[src/rtl/ni_pkg.sv]
package ni_pkg;
  localparam int PNUM_W = 8;

  typedef enum logic [1:0] {
    FK_NONE = 2'b00,
    FK_HEAD = 2'b01,
    FK_BODY = 2'b10,
    FK_END  = 2'b11
  } flit_kind_e;

  typedef enum logic [1:0] {
    TX_IDLE = 2'b00,
    TX_HEAD = 2'b01,
    TX_DATA = 2'b10
  } tx_state_e;

  // header payload: packet number over word count
  function automatic logic [15:0] hdr_info(logic [PNUM_W-1:0] pnum, logic [7:0] cnt);
    return {pnum, cnt};
  endfunction

  // word count from the minus-one length field
  function automatic logic [7:0] words_of(logic [7:0] len_m1);
    return len_m1 + 8'd1;
  endfunction
endpackage

[src/rtl/ni_tx_seq.sv]
module ni_tx_seq
  import ni_pkg::*;
#(
  parameter int NODE_W  = 4,
  parameter int DATA_W  = 32,
  parameter int MAX_LEN = 16,
  parameter int MY_ID   = 5,
  parameter int LEN_W   = $clog2(MAX_LEN),
  parameter int FLIT_W  = 2 + 2*NODE_W + DATA_W
) (
  input  logic              clk,
  input  logic              rst_n,
  input  logic              cmd_valid,
  output logic              cmd_ready,
  input  logic [NODE_W-1:0] cmd_dest,
  input  logic [LEN_W-1:0]  cmd_len,
  input  logic              wd_valid,
  output logic              wd_ready,
  input  logic [DATA_W-1:0] wd_data,
  input  logic              can_load,
  output logic              gen_vld,
  output logic [FLIT_W-1:0] gen_flit,
  output logic              ev_hdr,
  output logic [PNUM_W-1:0] pnum
);
  localparam int CNT_W = LEN_W + 1;

  tx_state_e         state_q;
  logic [NODE_W-1:0] dest_q;
  logic [CNT_W-1:0]  rem_q;
  logic [PNUM_W-1:0] pnum_q;
  logic              word_fire;
  logic              last_word;

  function automatic logic [FLIT_W-1:0] pack(flit_kind_e k, logic [NODE_W-1:0] d,
                                             logic [DATA_W-1:0] p);
    return {k, d, NODE_W'(MY_ID), p};
  endfunction

  assign cmd_ready = (state_q == TX_IDLE);
  assign last_word = (rem_q == CNT_W'(1));
  assign wd_ready  = (state_q == TX_DATA) && can_load;
  assign word_fire = wd_ready && wd_valid;
  assign ev_hdr    = (state_q == TX_HEAD) && can_load;
  assign pnum      = pnum_q;

  always_comb begin
    gen_vld  = 1'b0;
    gen_flit = '0;
    case (state_q)
      TX_HEAD: begin
        gen_vld  = 1'b1;
        gen_flit = pack(FK_HEAD, dest_q, DATA_W'(hdr_info(pnum_q, 8'(rem_q))));
      end
      TX_DATA: begin
        gen_vld  = wd_valid;
        gen_flit = pack(last_word ? FK_END : FK_BODY, dest_q, wd_data);
      end
      default: ;
    endcase
  end

  always_ff @(posedge clk) begin
    if (!rst_n) begin
      state_q <= TX_IDLE;
      dest_q  <= '0;
      rem_q   <= '0;
      pnum_q  <= '0;
    end else begin
      case (state_q)
        TX_IDLE: if (cmd_valid) begin
          dest_q  <= cmd_dest;
          rem_q   <= CNT_W'(words_of(8'(cmd_len)));
          state_q <= TX_HEAD;
        end
        TX_HEAD: if (can_load) begin
          pnum_q  <= pnum_q + 1'b1;
          state_q <= TX_DATA;
        end
        TX_DATA: if (word_fire) begin
          rem_q <= rem_q - 1'b1;
          if (last_word) state_q <= TX_IDLE;
        end
        default: state_q <= TX_IDLE;
      endcase
    end
  end
endmodule

[src/rtl/ni_flit_hold.sv]
module ni_flit_hold #(
  parameter int FLIT_W = 42
) (
  input  logic              clk,
  input  logic              rst_n,
  input  logic              in_vld,
  input  logic [FLIT_W-1:0] in_flit,
  output logic              can_load,
  output logic              out_vld,
  input  logic              out_ready,
  output logic [FLIT_W-1:0] out_flit
);
  assign can_load = !out_vld || out_ready;

  always_ff @(posedge clk) begin
    if (!rst_n) begin
      out_vld  <= 1'b0;
      out_flit <= '0;
    end else if (can_load) begin
      out_vld <= in_vld;
      if (in_vld) out_flit <= in_flit;
    end
  end
endmodule

[src/rtl/ni_rx_strip.sv]
module ni_rx_strip
  import ni_pkg::*;
#(
  parameter int NODE_W  = 4,
  parameter int DATA_W  = 32,
  parameter int MY_ID   = 5,
  parameter int LEN_W   = 4,
  parameter int FLIT_W  = 2 + 2*NODE_W + DATA_W
) (
  input  logic                    clk,
  input  logic                    rst_n,
  input  logic                    rx_valid,
  input  logic [FLIT_W-1:0]       rx_flit,
  output logic                    mem_we,
  output logic [NODE_W+LEN_W-1:0] mem_addr,
  output logic [DATA_W-1:0]       mem_wdata
);
  flit_kind_e        kind;
  logic [NODE_W-1:0] f_dest;
  logic [NODE_W-1:0] f_src;
  logic [DATA_W-1:0] f_pay;
  logic              for_me;
  logic              is_data;
  logic              is_head;
  logic [LEN_W-1:0]  idx_q;

  assign kind    = flit_kind_e'(rx_flit[FLIT_W-1 -: 2]);
  assign f_dest  = rx_flit[FLIT_W-3 -: NODE_W];
  assign f_src   = rx_flit[DATA_W +: NODE_W];
  assign f_pay   = rx_flit[DATA_W-1:0];
  assign for_me  = rx_valid && (f_dest == NODE_W'(MY_ID));
  assign is_data = for_me && (kind == FK_BODY || kind == FK_END);
  assign is_head = for_me && (kind == FK_HEAD);

  always_ff @(posedge clk) begin
    if (!rst_n) begin
      mem_we    <= 1'b0;
      mem_addr  <= '0;
      mem_wdata <= '0;
      idx_q     <= '0;
    end else begin
      mem_we <= is_data;
      if (is_data) begin
        mem_addr  <= {f_src, idx_q};
        mem_wdata <= f_pay;
        idx_q     <= idx_q + 1'b1;
      end else if (is_head) begin
        idx_q <= '0;
      end
    end
  end
endmodule

[src/rtl/ni_pktzr.sv]
module ni_pktzr
  import ni_pkg::*;
#(
  parameter int NODE_W  = 4,
  parameter int DATA_W  = 32,
  parameter int MAX_LEN = 16,
  parameter int MY_ID   = 5,
  parameter int LEN_W   = $clog2(MAX_LEN),
  parameter int FLIT_W  = 2 + 2*NODE_W + DATA_W
) (
  input  logic                    clk,
  input  logic                    rst_n,
  input  logic                    cmd_valid,
  output logic                    cmd_ready,
  input  logic [NODE_W-1:0]       cmd_dest,
  input  logic [LEN_W-1:0]        cmd_len,
  input  logic                    wd_valid,
  output logic                    wd_ready,
  input  logic [DATA_W-1:0]       wd_data,
  output logic                    flit_valid,
  input  logic                    flit_ready,
  output logic [FLIT_W-1:0]       flit_data,
  input  logic                    rx_valid,
  input  logic [FLIT_W-1:0]       rx_flit,
  output logic                    mem_we,
  output logic [NODE_W+LEN_W-1:0] mem_addr,
  output logic [DATA_W-1:0]       mem_wdata
);
  logic              can_load;
  logic              gen_vld;
  logic [FLIT_W-1:0] gen_flit;
  logic              ev_hdr;
  logic [PNUM_W-1:0] pnum;

  ni_tx_seq #(
    .NODE_W(NODE_W), .DATA_W(DATA_W), .MAX_LEN(MAX_LEN),
    .MY_ID(MY_ID), .LEN_W(LEN_W), .FLIT_W(FLIT_W)
  ) u_tx (
    .clk(clk), .rst_n(rst_n),
    .cmd_valid(cmd_valid), .cmd_ready(cmd_ready),
    .cmd_dest(cmd_dest), .cmd_len(cmd_len),
    .wd_valid(wd_valid), .wd_ready(wd_ready), .wd_data(wd_data),
    .can_load(can_load), .gen_vld(gen_vld), .gen_flit(gen_flit),
    .ev_hdr(ev_hdr), .pnum(pnum)
  );

  ni_flit_hold #(.FLIT_W(FLIT_W)) u_hold (
    .clk(clk), .rst_n(rst_n),
    .in_vld(gen_vld), .in_flit(gen_flit), .can_load(can_load),
    .out_vld(flit_valid), .out_ready(flit_ready), .out_flit(flit_data)
  );

  ni_rx_strip #(
    .NODE_W(NODE_W), .DATA_W(DATA_W), .MY_ID(MY_ID),
    .LEN_W(LEN_W), .FLIT_W(FLIT_W)
  ) u_rx (
    .clk(clk), .rst_n(rst_n),
    .rx_valid(rx_valid), .rx_flit(rx_flit),
    .mem_we(mem_we), .mem_addr(mem_addr), .mem_wdata(mem_wdata)
  );
endmodule

[config.mk]
export PLATFORM = sky130hd
export DESIGN_NAME = ni_pktzr
export DESIGN_NICKNAME = d
export VERILOG_FILES = /design/src/rtl/ni_pkg.sv /design/src/rtl/ni_tx_seq.sv /design/src/rtl/ni_flit_hold.sv /design/src/rtl/ni_rx_strip.sv /design/src/rtl/ni_pktzr.sv
export SDC_FILE = /design/constraint.sdc
export NUM_CORES = 1
export LEC_CHECK = 0
export ABC_AREA = 0
export CORE_UTILIZATION = 46
export CTS_CLUSTER_SIZE = 40
export DETAILED_ROUTE_END_ITERATION = 16
export GPL_TIMING_DRIVEN = 0
export PLACE_DENSITY = 0.81
export SLEW_MARGIN = 40
export SYNTH_ARGS = -nofsm -noshare
export SYNTH_HDL_FRONTEND = slang
export SYNTH_HIERARCHICAL = 1
export SYNTH_SLANG_ARGS = --single-unit
[constraint.sdc]
create_clock -name clk -period 2.2 [get_ports clk]
set_input_delay 0.22 -clock clk [delete_from_list [all_inputs] [get_ports clk]]
set_output_delay 0.22 -clock clk [all_outputs]
set_load 0.01 [all_outputs]
==> impl_metrics.yaml, run 1 <==
run_status:
  status: "complete, no violations"
cts:
  clock_buffers_created_by_tritoncts: 9
  clk_root_buffer_cell: "sky130_fd_sc_hd__clkbuf_8"
  clk_pin_slew_worst_paths_ns: 0.10
  tritoncts: "yes"
  ctsHtreeMaxLevel: 3
  cts_post_setup_buffers_inserted: 0
  clock_sink_count: 107
  clkLatencyLatePin_ns: 0.36
  ctsLongestPathBuffers: 2
pwr:
  power.ir.vdd_worst_uv: 438.1
  static-leakage-power_nw: 2.824
  internal_power_mw: 3.329
  power.density_cell_area_nw_per_um2: 687.9
  comb_power_share_pct: 34.6
  sequentialPowerShare_pct: 43.5
  power.share.clock_pct: 21.9
  switching_power_mw: 1.620
  netSwitchingFraction_pct: 32.73
logic_synthesis:
  synthesis.area_um2: 5092
  synth.yosys.seq_area_share_pct: 42.06
  number_of_warnings_reported_in_the_yosys_synthesis_log: 6
  number_of_enable_type_register_cells_in_the_synthesized_netlist: 0
  synthesized_flop_and_latch_total: 107
  post_synth.cell_area_avg_um2: 8.826
  post_synth_num_cell_types: 54
  netlist_instances: 577
  share_of_synthesized_registers_carrying_an_async_set_or_reset_pct: 0
  synth_flop_cell: "sky130_fd_sc_hd__dfxtp_1"
cells_and_area:
  final_nets: 860
  multi_input_area_um2: 2641
  finish.cell_count_without_fillers: 905
  leading_cell_type_in_the_layout_fill_and_taps_excluded: "sky130_fd_sc_hd__nand2_1"
  antenna_cells_inserted: 0
  nFillCells: 862
  final_util_pct: 66.65
  commonest_non_fill_non_tap_cells_in_the_layout: "sky130_fd_sc_hd__nand2_1, sky130_fd_sc_hd__clkdlybuf4s50_1, sky130_fd_sc_hd__dfxtp_1, sky130_fd_sc_hd__mux2i_1, sky130_fd_sc_hd__and2_1"
  area.growth.synth_to_final_pct: 41.25
  area.sequential_um2: 2142
  drive_above_1_share_pct: 6.797
die:
  die_height_um: 107.2
  area_of_the_core_um2: 10790
  placementRows: 38
  floorplan.io_pins: 174
  die_w_um: 107.2
  initial_core_utilization_pct: 47.18
  die_area_um2: 11500
grt:
  grt_antenna_before_repair: 0
  overflow: 0
  grt_start_max_net_pins: 20
  wire_length_of_the_first_global_routing_pass_mm: 20.54
  via_count_of_the_first_global_routing_pass: 4271
  grt_util_all_layers_pct: 22.46
sta:
  final-hold-violation-count: 0
  fin_skew_ns: 0.009885
  final-setup-viol-count: 0
  final_max_slew_viol_count: 0
  clock.fmax_ghz: 0.4699
  final.setup.tns_ns: 0
  worst-slew-pin-transition_ns: 0.5407
  fin_crit_sh_pct: 96.74
  period_needed_ns: 2.128
  setup_repair_after_global_routing_missed_its_margin: "no"
  tightest_slew_margin_relative_to_the_limit_pct: 63.84
worst_setup_path:
  crit_path_cell_trace: "inv_1 > ha_2 > nor2b_4 > o21a_1 > and2_4 > buf_6 > buf_12 > mux2i_1"
  timing_worst_setup_path_type: "flip-flop to flip-flop"
  worst-endpoint-arrival_ns: 2.41
  critical-path-max-stage-delay_ns: 0.44
  worst-path-buf-inv: 3
  endpoint_kind: "flip-flop"
  crit_slowest_cell: "sky130_fd_sc_hd__ha_2"
  largest_fanout_of_any_net_on_the_critical_path: 10
  worst-endpoint-required_ns: 2.48
  setup_crit_start_kind: "flip-flop"
  path_delay_family: "adder cells"
worst_hold_path:
  min-delay-path-class: "input port to flip-flop"
job:
  cap_viol_max_count: 0
drt:
  vias: 4537
  detail_route.wirelength.met1_mm: 5.626
  highest-signal-layer: "met4"
  drc_errors: 0
  vias_cell: 5.013
  detailedRoute.firstPassIterationCount: 4
  detail_route.wirelength_mm: 12.88
  routed-wl-met3_um: 952
  drt_iter0_markers: 309
  wire_per_inst_um: 14.23
  route.met2.wl_mm: 6.169
  ant_nets: 0
placed_design:
  place.gp.congestion: 0.8508
  port-buffer-count: 173
  placed_cells_incl_taps: 891
  place.detailed.hpwl_mm: 9.935
## timing repair
item / 4_1_cts / 5_1_grt
pin swaps: 0 / 0
resized for setup: 3 / 5
setup endpoints to repair: 33 / 41
hold buffers: 0 / 0
## logic make-up (layout without fill, tap and decap cells)
kind of cell / after synthesis / count (layout) / synth area share [%]
flops: 107 / 107 / 42.06
compound gates: 47 / 47 / 6.683
fa+ha+maj: 11 / 11 / 2.703
buf+inv: 51 / 238 / 6.585
mux: 85 / 85 / 16.71
simple gates: 268 / 268 / 23.98
xor+xnor: 7 / 7 / 1.204
other cells: 1 / 2 / 0.07364
## area by class of cell
cell class,instances,area share [%]
Buffer,39,4.070
Timing Repair Buffer,173,24.07
Tap cell,140,2.435
Multi-Input combinational cell,420,36.72
Sequential cell,107,29.78
Inverter,11,0.5740
Clock inverter,3,0.3305
Clock buffer,12,2.018
## power by group through the flow
| stage | logic [mW] | registers, mW | clock network (mW) |
|---|---|---|---|
| 2_1_floorplan | 1.14 | 2.17 | 0 |
| 4_1_cts | 1.66 | 2.15 | 1.12 |
| 3_5_place_dp | 1.64 | 2.19 | 0 |
| 6_report | 1.71 | 2.15 | 1.09 |
| 3_3_place_gp | 1.60 | 2.18 | 0 |
| 5_1_grt | 1.85 | 2.17 | 1.20 |
## cells in the mapped netlist, drive strengths merged, types with 3 or more instances
cell type	count	area, µm²
xor2	6	52.55
ha	11	137.6
and2	25	160.2
o21ai	5	28.77
dfxtp	107	2142
a21oi	12	71.32
nor2b	16	100.1
mux2i	85	850.8
nand3	12	77.58
buf	20	198.9
inv	11	41.29
clkbuf	20	95.09
a22oi	13	97.59
nor2	10	37.54
nand2	188	705.7
a211oi	3	27.52
## state kept, by name, summed over array words and instances (netlist names)
name,count
u_tx/pnum,8
u_rx/mem_addr,8
u_rx/mem_we,1
u_rx/idx_q,4
u_tx/rem_q,5
u_tx/state_q,2
u_hold/out_vld,1
u_tx/dest_q,4
u_rx/mem_wdata,32
u_hold/out_flit,42
## layer usage
layer	vias to the layer above	global-route usage, %
li1	2268	-
met1	2106	28.49
met2	151	37.88
met3	12	5.653
met4	0	5.871
met5	-	0
## worst min-delay path: stages
cell	delay, ns
sky130_fd_sc_hd__clkdlybuf4s50_1	0.39
sky130_fd_sc_hd__nand2_1	0.05
sky130_fd_sc_hd__mux2i_1	0.05
## worst paths after layout
kind | from | end | slack [ns] | cells past startpoint
max | u_tx/state_q[1] | u_hold/out_flit[13] | 0.07 | 8
min | rx_flit[6] | u_rx/mem_wdata[6] | 0.40 | 3
max reg2reg | u_tx/state_q[1] | u_hold/out_flit[13] | 0.07 | 8
min reg2reg | u_tx/dest_q[3] | u_tx/dest_q[3] | 0.46 | 2
## metrics by stage
| stage | hold WS, ns | setup WS [ns] | power [mW] | area (µm²) |
|---|---|---|---|---|
| floorplan | 0.3588 | 0.3744 | 3.313 | 5096 |
| global placement | 0.4411 | 0.05304 | 3.777 | 7003 |
| detailed placement | 0.4468 | -0.02098 | 3.827 | 7003 |
| CTS | 0.3821 | -0.002361 | 4.933 | 7183 |
| global route | 0.3781 | 0.002936 | 5.217 | 7193 |
| finish | 0.3988 | 0.07174 | 4.948 | 7193 |
(Power assumes the default switching activity.)
==> run 2: changes to the inputs <==
--- a/config.mk
+++ b/config.mk
@@ -6,6 +6,7 @@
 export NUM_CORES = 1
 export LEC_CHECK = 0
 export ABC_AREA = 0
+export CAP_MARGIN = 0
 export CORE_UTILIZATION = 46
 export CTS_CLUSTER_SIZE = 40
 export DETAILED_ROUTE_END_ITERATION = 16
==> results of run 2 <==
Same layout as run 1: the final DEF is identical, and so are final timing and power.
==> run 3: changes to the inputs <==
--- a/config.mk
+++ b/config.mk
@@ -10,7 +10,6 @@
 export CORE_UTILIZATION = 46
 export CTS_CLUSTER_SIZE = 40
 export DETAILED_ROUTE_END_ITERATION = 16
-export GPL_TIMING_DRIVEN = 0
 export PLACE_DENSITY = 0.81
 export SLEW_MARGIN = 40
 export SYNTH_ARGS = -nofsm -noshare
==> impl_metrics.yaml, run 3 (synthesized netlist as in run 1, its figures left out) <==
sta:
  setup_repair_after_global_routing_missed_its_margin: "no"
  final-hold-violation-count: 0
  hold_ws_ns: 0.2438
  clock.fmax_ghz: 0.4878
  fin_skew_ns: 0.01079
  fin_crit_sh_pct: 93.19
  final.setup.tns_ns: 0
  tightest_slew_margin_relative_to_the_limit_pct: 62.13
  final_max_slew_viol_count: 0
  final-setup-viol-count: 0
  worst-slew-pin-transition_ns: 0.5675
  period_needed_ns: 2.050
cells_and_area:
  commonest_non_fill_non_tap_cells_in_the_layout: "sky130_fd_sc_hd__nand2_1, sky130_fd_sc_hd__clkdlybuf4s50_1, sky130_fd_sc_hd__dfxtp_1, sky130_fd_sc_hd__mux2i_1, sky130_fd_sc_hd__and2_1"
  drive_above_1_share_pct: 5.962
  area.growth.synth_to_final_pct: 38.72
  multi_input_area_um2: 2631
  nFillCells: 912
  finalInstanceArea_um2: 7064
  largest_regs: "u_hold/out_flit (42), u_rx/mem_wdata (32)"
  area.sequential_um2: 2142
  final_nets: 832
  max_reg_flops: 42
  leading_cell_type_in_the_layout_fill_and_taps_excluded: "sky130_fd_sc_hd__nand2_1"
  antenna_cells_inserted: 0
  max_flop_register: "u_hold/out_flit"
worst_setup_path:
  crit_path_cell_trace: "inv_2 > ha_4 > and2_2 > clkdlybuf4s50_1"
  rr_startpoint: "u_tx/state_q[1]"
  worst-endpoint-arrival_ns: 1.83
  crit_path_start: "u_tx/state_q[0]"
  crit_slowest_cell: "sky130_fd_sc_hd__clkdlybuf4s50_1"
  regToRegEndpoint: "u_hold/out_flit[29]"
  r2r_setup_slack_ns: 0.29
  worst-r2r-cell-count: 7
  largest_fanout_of_any_net_on_the_critical_path: 25
  timing_worst_setup_path_type: "flip-flop to output port"
  worst-endpoint-required_ns: 1.98
  setup_crit_start_kind: "flip-flop"
  endpoint_kind: "output port"
  critical-path-max-stage-delay_ns: 0.52
cts:
  clkLatencyLatePin_ns: 0.37
  clk_root_buffer_cell: "sky130_fd_sc_hd__clkbuf_8"
  ctsLongestPathBuffers: 2
  hold_bufs_at_cts: 0
  ctsHtreeMaxLevel: 3
  clock_buffers_created_by_tritoncts: 9
  tritoncts: "yes"
  clk_pin_slew_worst_paths_ns: 0.10
  clock_sink_count: 107
die:
  die_area_um2: 11500
  die_w_um: 107.2
  die_height_um: 107.2
  floorplan.io_pins: 174
  initial_core_utilization_pct: 47.18
  area_of_the_core_um2: 10790
  placementRows: 38
grt:
  grt_start_max_net_pins: 67
  via_count_of_the_first_global_routing_pass: 4285
  grt_util_all_layers_pct: 21.63
  grt_antenna_before_repair: 0
  overflow: 0
  wire_length_of_the_first_global_routing_pass_mm: 19.99
drt:
  vias_cell: 5.007
  detailedRoute.firstPassIterationCount: 8
  drt_iter0_markers: 243
  drc_errors: 0
  ant_nets: 0
  detail_route.wirelength_mm: 12.36
  vias: 4396
  wire_per_inst_um: 14.08
job:
  cap_viol_max_count: 0
pwr:
  power.ir.vdd_worst_uv: 380.6
  netSwitchingFraction_pct: 32.68
  report.power.total_mw: 4.956
  comb_power_share_pct: 31.8
  power.share.clock_pct: 24.9
  power.density_cell_area_nw_per_um2: 701.6
  internal_power_mw: 3.336
  static-leakage-power_nw: 2.769
  switching_power_mw: 1.620
  sequentialPowerShare_pct: 43.3
placed_design:
  place.gp.congestion: 0.8448
  port-buffer-count: 173
  placed_cell_area_um2: 6859
  place.detailed.hpwl_mm: 9.169
worst_hold_path:
  min-delay-path-class: "input port to flip-flop"
  timing.hold.worst_path_depth: 3
  timing.hold.worst_endpoint: "u_hold/out_flit[8]"
  timing.hold.worst.start: "rst_n"
run_status:
  status: "complete, no violations"
==> run 3: cell types whose count changed in the layout (fill, tap and decap cells not counted), moves of 2 or more <==
| cell | previous run | this run |
|---|---|---|
| sky130_fd_sc_hd__clkbuf_8 | 11 | 9 |
| sky130_fd_sc_hd__buf_4 | 4 | 7 |
| sky130_fd_sc_hd__clkbuf_1 | 19 | 0 |
| sky130_fd_sc_hd__buf_2 | 5 | 0 |
| sky130_fd_sc_hd__buf_6 | 5 | 0 |
==> run 3: how the worst max path moves through the flow <==
| stage | to | slack (ns) | depth (start not counted) |
|---|---|---|---|
| 6_report | wd_ready | 0.15 | 4 |
| 5_1_grt | wd_ready | 0.04 | 4 |
| 4_1_cts | wd_ready | 0.06 | 5 |
| 3_5_place_dp | u_hold/out_flit[30] | 0.28 | 8 |
| 3_3_place_gp | wd_ready | 0.35 | 5 |
| 2_1_floorplan | u_hold/out_flit[0] | 0.37 | 8 |
==> run 3: power groups by stage <==
| stage | Combinational [mW] | Sequential [mW] | Clock (mW) |
|---|---|---|---|
| 2_1_floorplan | 1.14 | 2.17 | 0 |
| 3_3_place_gp | 1.51 | 2.18 | 0 |
| 3_5_place_dp | 1.56 | 2.18 | 0 |
| 4_1_cts | 1.58 | 2.14 | 1.27 |
| 5_1_grt | 1.71 | 2.16 | 1.36 |
| 6_report | 1.57 | 2.15 | 1.24 |
==> run 3: through the flow <==
| step | setup slack [ns] | utilization, % | cells |
|---|---|---|---|
| floorplan | 0.3744 | - | 578 |
| global placement | 0.3464 | 63.55 | 863 |
| detailed placement | 0.2793 | 63.55 | 863 |
| CTS | 0.05515 | 65.52 | 879 |
| global route | 0.03898 | 65.45 | 878 |
| finish | 0.1499 | 65.45 | 878 |
==> run 3: layer usage <==
| layer | up-vias | track usage, % | share of wire, % |
|---|---|---|---|
| met5 | - | 0 | 0 |
| met3 | 19 | 5.167 | 6.1 |
| met4 | 0 | 6.947 | 1.6 |
| li1 | 2215 | - | - |
| met1 | 2025 | 27.04 | 44 |
| met2 | 137 | 36.54 | 48 |
==> run 3: critical path: cells and delay by family (launching register included) <==
family / cells / cell delay [ns]
buffers and inverters: 2 / 0.64
flip-flops: 1 / 0.36
adder cells (fa/ha/maj): 1 / 0.28
AND/OR/NAND/NOR: 1 / 0.18
==> run 3: what timing repair did <==
item | 4_1_cts | 5_1_grt
setup endpoints to repair | 1 | 1
gates resized for setup | 3 | 0
endpoints found under the hold margin | 0 | 0
setup buffers | 0 | 0
==> run 3: final cells by class <==
type / count / area share, %
clock buffers: 9 / 1.753
clock inverters: 7 / 1.080
inverters: 11 / 0.5845
multi-input cells: 420 / 37.25
flip-flops and latches: 107 / 30.32
well taps: 140 / 2.480
repair buffers: 184 / 26.53
